$ cat src/rtl/sg_desc_pkg.sv
package sg_desc_pkg;
  localparam int unsigned BOUNDARY_BITS = 16;
  localparam int unsigned CHUNK_W = BOUNDARY_BITS + 1;

  typedef enum logic [2:0] {
    ST_IDLE,
    ST_TAKE,
    ST_BASE,
    ST_COUNT,
    ST_MARK,
    ST_DRAIN,
    ST_DONE
  } build_state_e;

  typedef enum logic [1:0] {
    WR_NONE,
    WR_BASE,
    WR_COUNT,
    WR_MARK
  } wr_kind_e;
endpackage

$ cat src/rtl/sg_chunk_calc.sv
module sg_chunk_calc
  import sg_desc_pkg::*;
#(
  parameter int unsigned SZ_W = 24
) (
  input  logic                clk,
  input  logic                rst_n,
  input  logic [31:0]         base,
  input  logic [SZ_W-1:0]     remain,
  output logic [CHUNK_W-1:0]  chunk
);
  logic [CHUNK_W-1:0] to_edge;
  logic [SZ_W-1:0]    edge_w;
  logic [CHUNK_W:0]   reach;

  // bytes left before the next boundary: 1 .. 0x10000
  assign to_edge = CHUNK_W'(1 << BOUNDARY_BITS) - CHUNK_W'(base[BOUNDARY_BITS-1:0]);
  assign edge_w  = SZ_W'(to_edge);
  assign chunk   = (remain < edge_w) ? remain[CHUNK_W-1:0] : to_edge;
  assign reach   = (CHUNK_W+1)'(base[BOUNDARY_BITS-1:0]) + (CHUNK_W+1)'(chunk);

  assert_no_cross_R3: assert property (@(posedge clk) disable iff (!rst_n)
    (remain != '0) |-> (chunk != '0) && (reach <= (CHUNK_W+1)'(1 << BOUNDARY_BITS)));

  assert_chunk_fits_R3: assert property (@(posedge clk) disable iff (!rst_n)
    (remain != '0) |-> (SZ_W'(chunk) <= remain));
endmodule

$ cat src/rtl/sg_desc_writer.sv
module sg_desc_writer
  import sg_desc_pkg::*;
#(
  parameter int unsigned IDX_W = 8
) (
  input  wr_kind_e               kind,
  input  logic [IDX_W-1:0]       idx,
  input  logic [31:0]            base,
  input  logic [BOUNDARY_BITS-1:0] count_lo,
  output logic                   we,
  output logic [IDX_W:0]         waddr,
  output logic [31:0]            wdata
);
  always_comb begin
    we    = 1'b0;
    waddr = '0;
    wdata = '0;
    case (kind)
      WR_BASE: begin
        we    = 1'b1;
        waddr = {idx, 1'b0};
        wdata = base;
      end
      WR_COUNT: begin
        we    = 1'b1;
        waddr = {idx, 1'b1};
        wdata = {16'h0000, count_lo};
      end
      WR_MARK: begin
        we    = 1'b1;
        waddr = {idx, 1'b1};
        wdata = {1'b1, 15'h0000, count_lo};
      end
      default: ;
    endcase
  end
endmodule

$ cat src/rtl/sg_desc_builder.sv
module sg_desc_builder
  import sg_desc_pkg::*;
#(
  parameter int unsigned CAPACITY = 256,
  parameter int unsigned LEN_W    = 20,
  parameter int unsigned SZ_W     = 24,
  localparam int unsigned IDX_W   = $clog2(CAPACITY),
  localparam int unsigned CNT_W   = $clog2(CAPACITY + 1),
  localparam int unsigned AW      = IDX_W + 1
) (
  input  logic              clk,
  input  logic              rst_n,
  input  logic              start,
  input  logic              seg_valid,
  output logic              seg_ready,
  input  logic [31:0]       seg_addr,
  input  logic [LEN_W-1:0]  seg_len,
  input  logic              seg_last,
  output logic              desc_we,
  output logic [AW-1:0]     desc_waddr,
  output logic [31:0]       desc_wdata,
  output logic              done,
  output logic [CNT_W-1:0]  entry_count,
  output logic              fail
);
  build_state_e state;
  logic [31:0]            cur_base;
  logic [SZ_W-1:0]        cur_rem;
  logic [31:0]            pend_base;
  logic [SZ_W-1:0]        pend_size;
  logic                   pend_valid;
  logic                   last_seen;
  logic [CNT_W-1:0]       cnt;
  logic                   fail_q;
  logic [BOUNDARY_BITS-1:0] final_lo;

  logic [CHUNK_W-1:0]     chunk;
  logic                   misalign;
  logic                   contig;
  logic                   region_empty;
  logic                   table_full;
  wr_kind_e               wr_kind;
  logic [IDX_W-1:0]       wr_idx;
  logic [BOUNDARY_BITS-1:0] wr_lo;

  sg_chunk_calc #(.SZ_W(SZ_W)) u_chunk (
    .clk    (clk),
    .rst_n  (rst_n),
    .base   (cur_base),
    .remain (cur_rem),
    .chunk  (chunk)
  );

  assign misalign     = seg_addr[0] | seg_len[0];
  assign contig       = pend_valid && (seg_addr == (pend_base + 32'(pend_size)));
  assign region_empty = (cur_rem == '0);
  assign table_full   = (cnt == CNT_W'(CAPACITY));

  always_comb begin
    wr_kind = WR_NONE;
    wr_idx  = IDX_W'(cnt);
    wr_lo   = chunk[BOUNDARY_BITS-1:0];
    case (state)
      ST_BASE:  if (!region_empty && !table_full) wr_kind = WR_BASE;
      ST_COUNT: wr_kind = WR_COUNT;
      ST_MARK: begin
        wr_kind = WR_MARK;
        wr_idx  = IDX_W'(cnt - CNT_W'(1));
        wr_lo   = final_lo;
      end
      default: ;
    endcase
  end

  sg_desc_writer #(.IDX_W(IDX_W)) u_writer (
    .kind     (wr_kind),
    .idx      (wr_idx),
    .base     (cur_base),
    .count_lo (wr_lo),
    .we       (desc_we),
    .waddr    (desc_waddr),
    .wdata    (desc_wdata)
  );

  always_ff @(posedge clk) begin
    if (!rst_n) begin
      state      <= ST_IDLE;
      cur_base   <= '0;
      cur_rem    <= '0;
      pend_base  <= '0;
      pend_size  <= '0;
      pend_valid <= 1'b0;
      last_seen  <= 1'b0;
      cnt        <= '0;
      fail_q     <= 1'b0;
      final_lo   <= '0;
    end else begin
      case (state)
        ST_IDLE: begin
          if (start) begin
            cnt        <= '0;
            fail_q     <= 1'b0;
            pend_valid <= 1'b0;
            cur_rem    <= '0;
            last_seen  <= 1'b0;
            state      <= ST_TAKE;
          end
        end
        ST_TAKE: begin
          if (seg_valid) begin
            last_seen <= seg_last;
            if (misalign) begin
              fail_q <= 1'b1;
              state  <= seg_last ? ST_DONE : ST_DRAIN;
            end else if (contig) begin
              pend_size <= pend_size + SZ_W'(seg_len);
              if (seg_last) state <= ST_BASE;
            end else begin
              if (pend_valid) begin
                cur_base <= pend_base;
                cur_rem  <= pend_size;
              end
              pend_base  <= seg_addr;
              pend_size  <= SZ_W'(seg_len);
              pend_valid <= 1'b1;
              state      <= ST_BASE;
            end
          end
        end
        ST_BASE: begin
          if (region_empty) begin
            if (!last_seen) begin
              state <= ST_TAKE;
            end else if (pend_valid) begin
              cur_base   <= pend_base;
              cur_rem    <= pend_size;
              pend_valid <= 1'b0;
            end else if (cnt == '0) begin
              fail_q <= 1'b1;
              state  <= ST_DONE;
            end else begin
              state <= ST_MARK;
            end
          end else if (table_full) begin
            fail_q <= 1'b1;
            state  <= last_seen ? ST_DONE : ST_DRAIN;
          end else begin
            state <= ST_COUNT;
          end
        end
        ST_COUNT: begin
          cur_base <= cur_base + 32'(chunk);
          cur_rem  <= cur_rem - SZ_W'(chunk);
          final_lo <= chunk[BOUNDARY_BITS-1:0];
          cnt      <= cnt + CNT_W'(1);
          state    <= ST_BASE;
        end
        ST_MARK:  state <= ST_DONE;
        ST_DRAIN: if (seg_valid && seg_last) state <= ST_DONE;
        ST_DONE:  state <= ST_IDLE;
        default:  state <= ST_IDLE;
      endcase
    end
  end

  assign seg_ready   = (state == ST_TAKE) || (state == ST_DRAIN);
  assign done        = (state == ST_DONE);
  assign entry_count = cnt;
  assign fail        = fail_q;

  assert_no_overflow_R7: assert property (@(posedge clk) disable iff (!rst_n)
    entry_count <= CNT_W'(CAPACITY));

  assert_quiet_write_R11: assert property (@(posedge clk) disable iff (!rst_n)
    desc_we |-> !seg_ready);

  assert_done_pulse_R11: assert property (@(posedge clk) disable iff (!rst_n)
    done |=> !done);

  assert_done_idle_R11: assert property (@(posedge clk) disable iff (!rst_n)
    done |-> (!seg_ready && !desc_we));

  assert_count_step_R12: assert property (@(posedge clk) disable iff (!rst_n)
    (entry_count != $past(entry_count)) |->
      ((entry_count == $past(entry_count) + CNT_W'(1)) || (entry_count == '0)));

  assert_mark_slot_R6: assert property (@(posedge clk) disable iff (!rst_n)
    (desc_we && desc_wdata[31]) |-> (desc_waddr == AW'({IDX_W'(entry_count - CNT_W'(1)), 1'b1})));
endmodule

$ cat config.mk
export PLATFORM = sky130hd
export DESIGN_NAME = sg_desc_builder
export DESIGN_NICKNAME = d
export VERILOG_FILES = /design/src/rtl/sg_desc_pkg.sv /design/src/rtl/sg_chunk_calc.sv /design/src/rtl/sg_desc_writer.sv /design/src/rtl/sg_desc_builder.sv
export SDC_FILE = /design/constraint.sdc
export NUM_CORES = 1
export LEC_CHECK = 0
export BUFFER_PORTS_ARGS = -buffer_cell sky130_fd_sc_hd__buf_2
export CAP_MARGIN = 0
export CORE_MARGIN = 5
export CORE_UTILIZATION = 44
export CTS_BUF_LIST = sky130_fd_sc_hd__clkbuf_2 sky130_fd_sc_hd__clkbuf_4 sky130_fd_sc_hd__clkbuf_8
export DETAILED_ROUTE_END_ITERATION = 8
export HOLD_SLACK_MARGIN = 0.15
export SLEW_MARGIN = 20
export SYNTH_ARGS = -nofsm -noshare
export SYNTH_HDL_FRONTEND = slang
export SYNTH_SLANG_ARGS = --single-unit
$ cat constraint.sdc
create_clock -name clk -period 10.4 [get_ports clk]
set_input_delay 2.08 -clock clk [delete_from_list [all_inputs] [get_ports clk]]
set_output_delay 2.08 -clock clk [all_outputs]
set_load 0.02 [all_outputs]
Word level (Yosys, flattened, before mapping)
Cells that the tools add are included.

Register bits after elaboration: 143.

Add/sub/neg operators: 7. Order comparisons: 1. Equal/unequal tests: 25. Muxes and demuxes: 57. Bitwise gates (word level): 3. Reduce and logical (&&, ||, !) cells: 25.

Operator list (count): 2-to-1 mux 24 bit (8); 2-to-1 mux 32 bit (6); case mux 32 bit (3 select lines) (2); case mux 24 bit (4 select lines) (1); case mux 9 bit (2 select lines) (2); adder 32 x 17 -> 32 bit (1); adder 32 x 24 -> 32 bit (1); == test 32 bit (1); 2-to-1 mux 3 bit (10); adder 24 x 20 -> 24 bit (1); logical NOT 24 bit (1); less-than comparator 24 x 17 -> 1 bit (1); subtractor 24 x 17 -> 24 bit (1); case mux 3 bit (6 select lines) (1); 2-to-1 mux 17 bit (1); subtractor 17 x 16 -> 17 bit (first input constant) (1); 2-to-1 mux 1 bit (16); 2-to-1 mux 16 bit (1); inequality test 2 bit (second input constant) (8); AND reduction 7 bit (2); inequality test 3 bit (second input constant) (4); adder 9 x 1 -> 9 bit (second input constant) (1); == test 3 bit (second input constant) (3); == test 9 bit (second input constant) (1); 30 further kinds (43).

Logic depth before layout (Yosys ltp)
Word-level depth: 8. Gate-level depth with buffers: 32. Mapped depth without buffers: 30.

Cells and area by module
A second synthesis with hierarchy kept.

Cell total of the unflattened synthesis: 1858. Area total of the unflattened synthesis: 13487.9 um^2.

By module, submodules not included: sg_desc_builder (times used 1, cells each 1696, area each 12279.3 um^2, seq. area each 2862.7 um^2); sg_chunk_calc (times used 1, cells each 113, area each 870.8 um^2, seq. area each 0.0 um^2); sg_desc_writer (times used 1, cells each 49, area each 337.8 um^2, seq. area each 0.0 um^2).

Least setup slack after synthesis
Ideal clock, no wire load.

Kind: register to register. Start: register cur_base[2]. End: register cur_base[27]. Setup time: 115 ps. Arrival: 6511 ps. Data required time: 10285 ps. Path slack: 3774 ps. Cell stages (with the launch flop): 30. Path through: dfxtp_1 > or4_1 > nor4_1 > nand2b_1 > or2_2 > xor2_1 > inv_1 > ha_1 > a21o_1 > a21o_1 > a21o_1 > a21o_1 > a21o_1 > a21oi_1 > o221a_2 > buf_2 > buf_2 > mux2i_1 > inv_1 > ha_1 > a211oi_1 > o211ai_1 > a21oi_1 > o21ai_0 > nand4_1 > a21o_1 > a211oi_1 > a21o_1 > a41oi_2 > o21a_1.

Cells in the longest elaborated chain, start to end: 5.

Ends and longest elaborated chain: start: declaration (line sg_desc_builder.sv:27) `logic [31:0] cur_base;`; start signal: assignment (line sg_desc_builder.sv:120) `cur_base <= pend_base;`; start signal: assignment (line sg_desc_builder.sv:135) `cur_base <= pend_base;`; start signal: assignment (line sg_desc_builder.sv:152) `cur_base <= cur_base + 32'(chunk);`; subtractor 17 x 16 -> 17 bit (line sg_chunk_calc.sv:17) `assign to_edge = CHUNK_W'(1 << BOUNDARY_BITS) - CHUNK_W'(base[BOUNDARY_BITS-1:0]);`; less-than comparator 24 x 17 -> 1 bit (line sg_chunk_calc.sv:19) `assign chunk = (remain < edge_w) ? remain[CHUNK_W-1:0] : to_edge;`; 2-to-1 mux 17 bit (line sg_chunk_calc.sv:19); named net chunk[1] (line sg_desc_builder.sv:37) `logic [CHUNK_W-1:0] chunk;`; adder 32 x 17 -> 32 bit (line sg_desc_builder.sv:152); case mux 32 bit (3 select lines) (line sg_desc_builder.sv:98) `case (state)`.

The timed path passes the listed nets, and every way through them passes these cells. A chain may end at the register's enable or synchronous reset.

Worst setup path in the final report
Start: register cur_base[2]. End: register cur_base[29].

Same word-level chain as after synthesis.

==> reports/metrics.cfg <==
[flow_run]
maxCapViolCount=0

[cts]
worstSkewPairLatency_ps=480
cts_root_buf=clkbuf_8
cts_tree=done
cts_hold_buffers=0
clock_sinks=143
post_cts_buffers=0
clockBufferDepth=2
numCtsBuffers=17
htree_levels=4
post_cts_resized=0
clk_pin_slew_ps=90

[pwr]
vdd_drop_max_v=0.0001262
leakagePower_nw=5.730
power_density_nw_per_um2=240.8

[logic_synthesis]
synthCells=1720
synth_cell_types=91
synth.top_cell.area_share_pct=22.20
ys_ff_latch=143
ys_top_cells_by_area=dfxtp_1 22%, ha_1 9.4%, a21oi_1 7.8%, o21ai_0 5.2%, xnor2_1 4.4%
yosysTopAreaCell=dfxtp_1
async_flop_share_pct=0
synth_edf_count=0
yosysWarnings=0
syn_nets=1878
syn_avg_cell_area_um2=7.496
yosysSeqAreaShare_pct=22.20
netlist_area_um2=12890
ys.flop_type=dfxtp_1

[drt]
drt_iter0_markers=1328
vias=13570
vias_per_cell=6.288
first_pass_iters=7
drcViolationCount=0
post_drt_wl_per_cell_um=21.03
ant_nets=0
routed_wl_um=45380

[worst_setup_path]
crit_path_max_incr_delay_ps=830
cpMaxStageDelayCell=a211oi_1
arrival_ps=7930
crit_top_cell=a21o_1
cp-start-kind=flip-flop
crit_type=reg -> reg
required_ps=10720
cp-end-kind=flip-flop
path_buf_inv=2
path_max_fanout=19
crit_family=compound AO/OA/AOI/OAI gates

[global_routing]
grt_max_degree=96
overflow=0
grt_pass1_wl_um=70430
groute.usage.overall_pct=26.32
antenna_found_initial=0
grt_pass1_vias=12302

[floorplanning]
rows=62
die_y_um=181.2
num_io_pins=111
die_width_um=181.2
initial_core_util_pct=44.68
fp.dieArea_um2=32830
core_um2=28860

[sta]
fmax_ghz=0.1313
finalSetupViolations=0
slew_violations=0
min_period_ps=7617
rsz0062_at_grt=no
finClkSkew_ps=12.45
hold_violations=0
setup-tns-final_ps=0
worst_pin_slew_ps=1164
period_share_pct=73.24
slew_headroom_pct=22.43

[min_path]
hold_path_class=reg -> reg

[place]
port_buffers=110
gp_congestion=0.9573
hpwl_um=33830
dpl-instance-area_um2=13640

[final_layout]
final_cell_mix=201 x a21oi_1, 143 x dfxtp_1, 133 x o21ai_0
syn2layout_area_growth_pct=9.384
stdcell_area_um2=14100
diodes=0
fin_nets=1920
drive_gt1_share_pct=11.39
final_common_cell=a21oi_1

[run_status]
status=finished clean

[worst register-to-register path: cells and delay by family, from the launching register on]
kind / cells / cell delay [ps]
compound gates: 16 / 3850
simple gates: 5 / 1610
fa+ha+maj: 2 / 620
mux: 1 / 550
flops: 1 / 400
buf+inv: 2 / 220
xor+xnor: 1 / 180
[path summary, 6_finish.rpt]
kind	from	to	slack (ps)	depth (start not counted)
worst max-delay path	cur_base[2]	cur_base[29]	2780	27
worst min-delay path	pend_base[22]	pend_base[22]	510	2
worst max register to register	cur_base[2]	cur_base[29]	2780	27
worst min register to register	pend_base[22]	pend_base[22]	510	2
[layout make-up]
cell class	instances	area (µm²)
clock buffer	21	282.8
clock inverter	10	183.9
fill	2972	14750
inverter	73	274.0
multi-input combinational	1401	9349
sequential	143	2863
tap	384	480.5
timing repair buffer	126	670.6
[where the power goes]
part           internal, mW  leakage [nW]  switching [mW]
Sequential            0.607          1.16           0.114
Clock                 0.306         0.231           0.242
Combinational         0.833          4.34            1.29
Total                  1.75          5.73            1.65
[flip-flops by register name, indices dropped and copies added (netlist names)]
| register | count |
|---|---|
| cur_base | 32 |
| cur_rem | 24 |
| entry_count | 9 |
| fail | 1 |
| final_lo | 16 |
| last_seen | 1 |
| pend_base | 32 |
| pend_size | 24 |
| pend_valid | 1 |
| state | 3 |
[per-stage QoR]
step | total power, mW | hold slack (ps) | utilization, % | cells | setup slack, ps
after floorplan | 2.267 | 465.1 | - | 1720 | 3774
after global routing | 3.628 | 527.0 | 48.87 | 2158 | 2258
after global placement | 2.809 | 487.8 | 47.26 | 2127 | 3153
final | 3.397 | 512.1 | 48.87 | 2158 | 2783
after CTS | 3.368 | 509.0 | 48.87 | 2158 | 2869
after detailed placement | 2.814 | 491.1 | 47.26 | 2127 | 2943
[cells in the mapped netlist (all sizes together), types with 35 or more instances]
| library cell | number |
|---|---|
| nor3 | 36 |
| mux2i | 36 |
| dfxtp | 143 |
| ha | 97 |
| nand3 | 87 |
| xnor2 | 65 |
| nor2 | 107 |
| inv | 73 |
| xor2 | 35 |
| a21o | 37 |
| o21ai | 138 |
| nand2 | 127 |
| a21oi | 207 |
| a211oi | 38 |
| clkbuf | 69 |
[per-layer routing]
metal  track usage [%]  wire length, µm  up-vias  share of wire, %
met5                 0                0        -                 0
met4             6.034              854        0               1.9
met3             2.775             2954       50               6.5
met2             41.39            20090      504                44
met1             38.76            21480     6503                47
li1                  -                -     6513                 -
[kinds of logic (layout without fill, tap and decap cells)]
family	count (synthesis)	in the layout	share of synthesized area, %
adders and majority gates	101	101	10.03
buffers and inverters	176	230	5.483
muxes	41	41	3.231
and+or+nand+nor	523	523	20.65
DFF	143	143	22.20
AOI/OAI and AO/OA	636	636	31.61
xor gates and xnor gates	100	100	6.793
No activity file was read; power rests on OpenSTA's default activity.
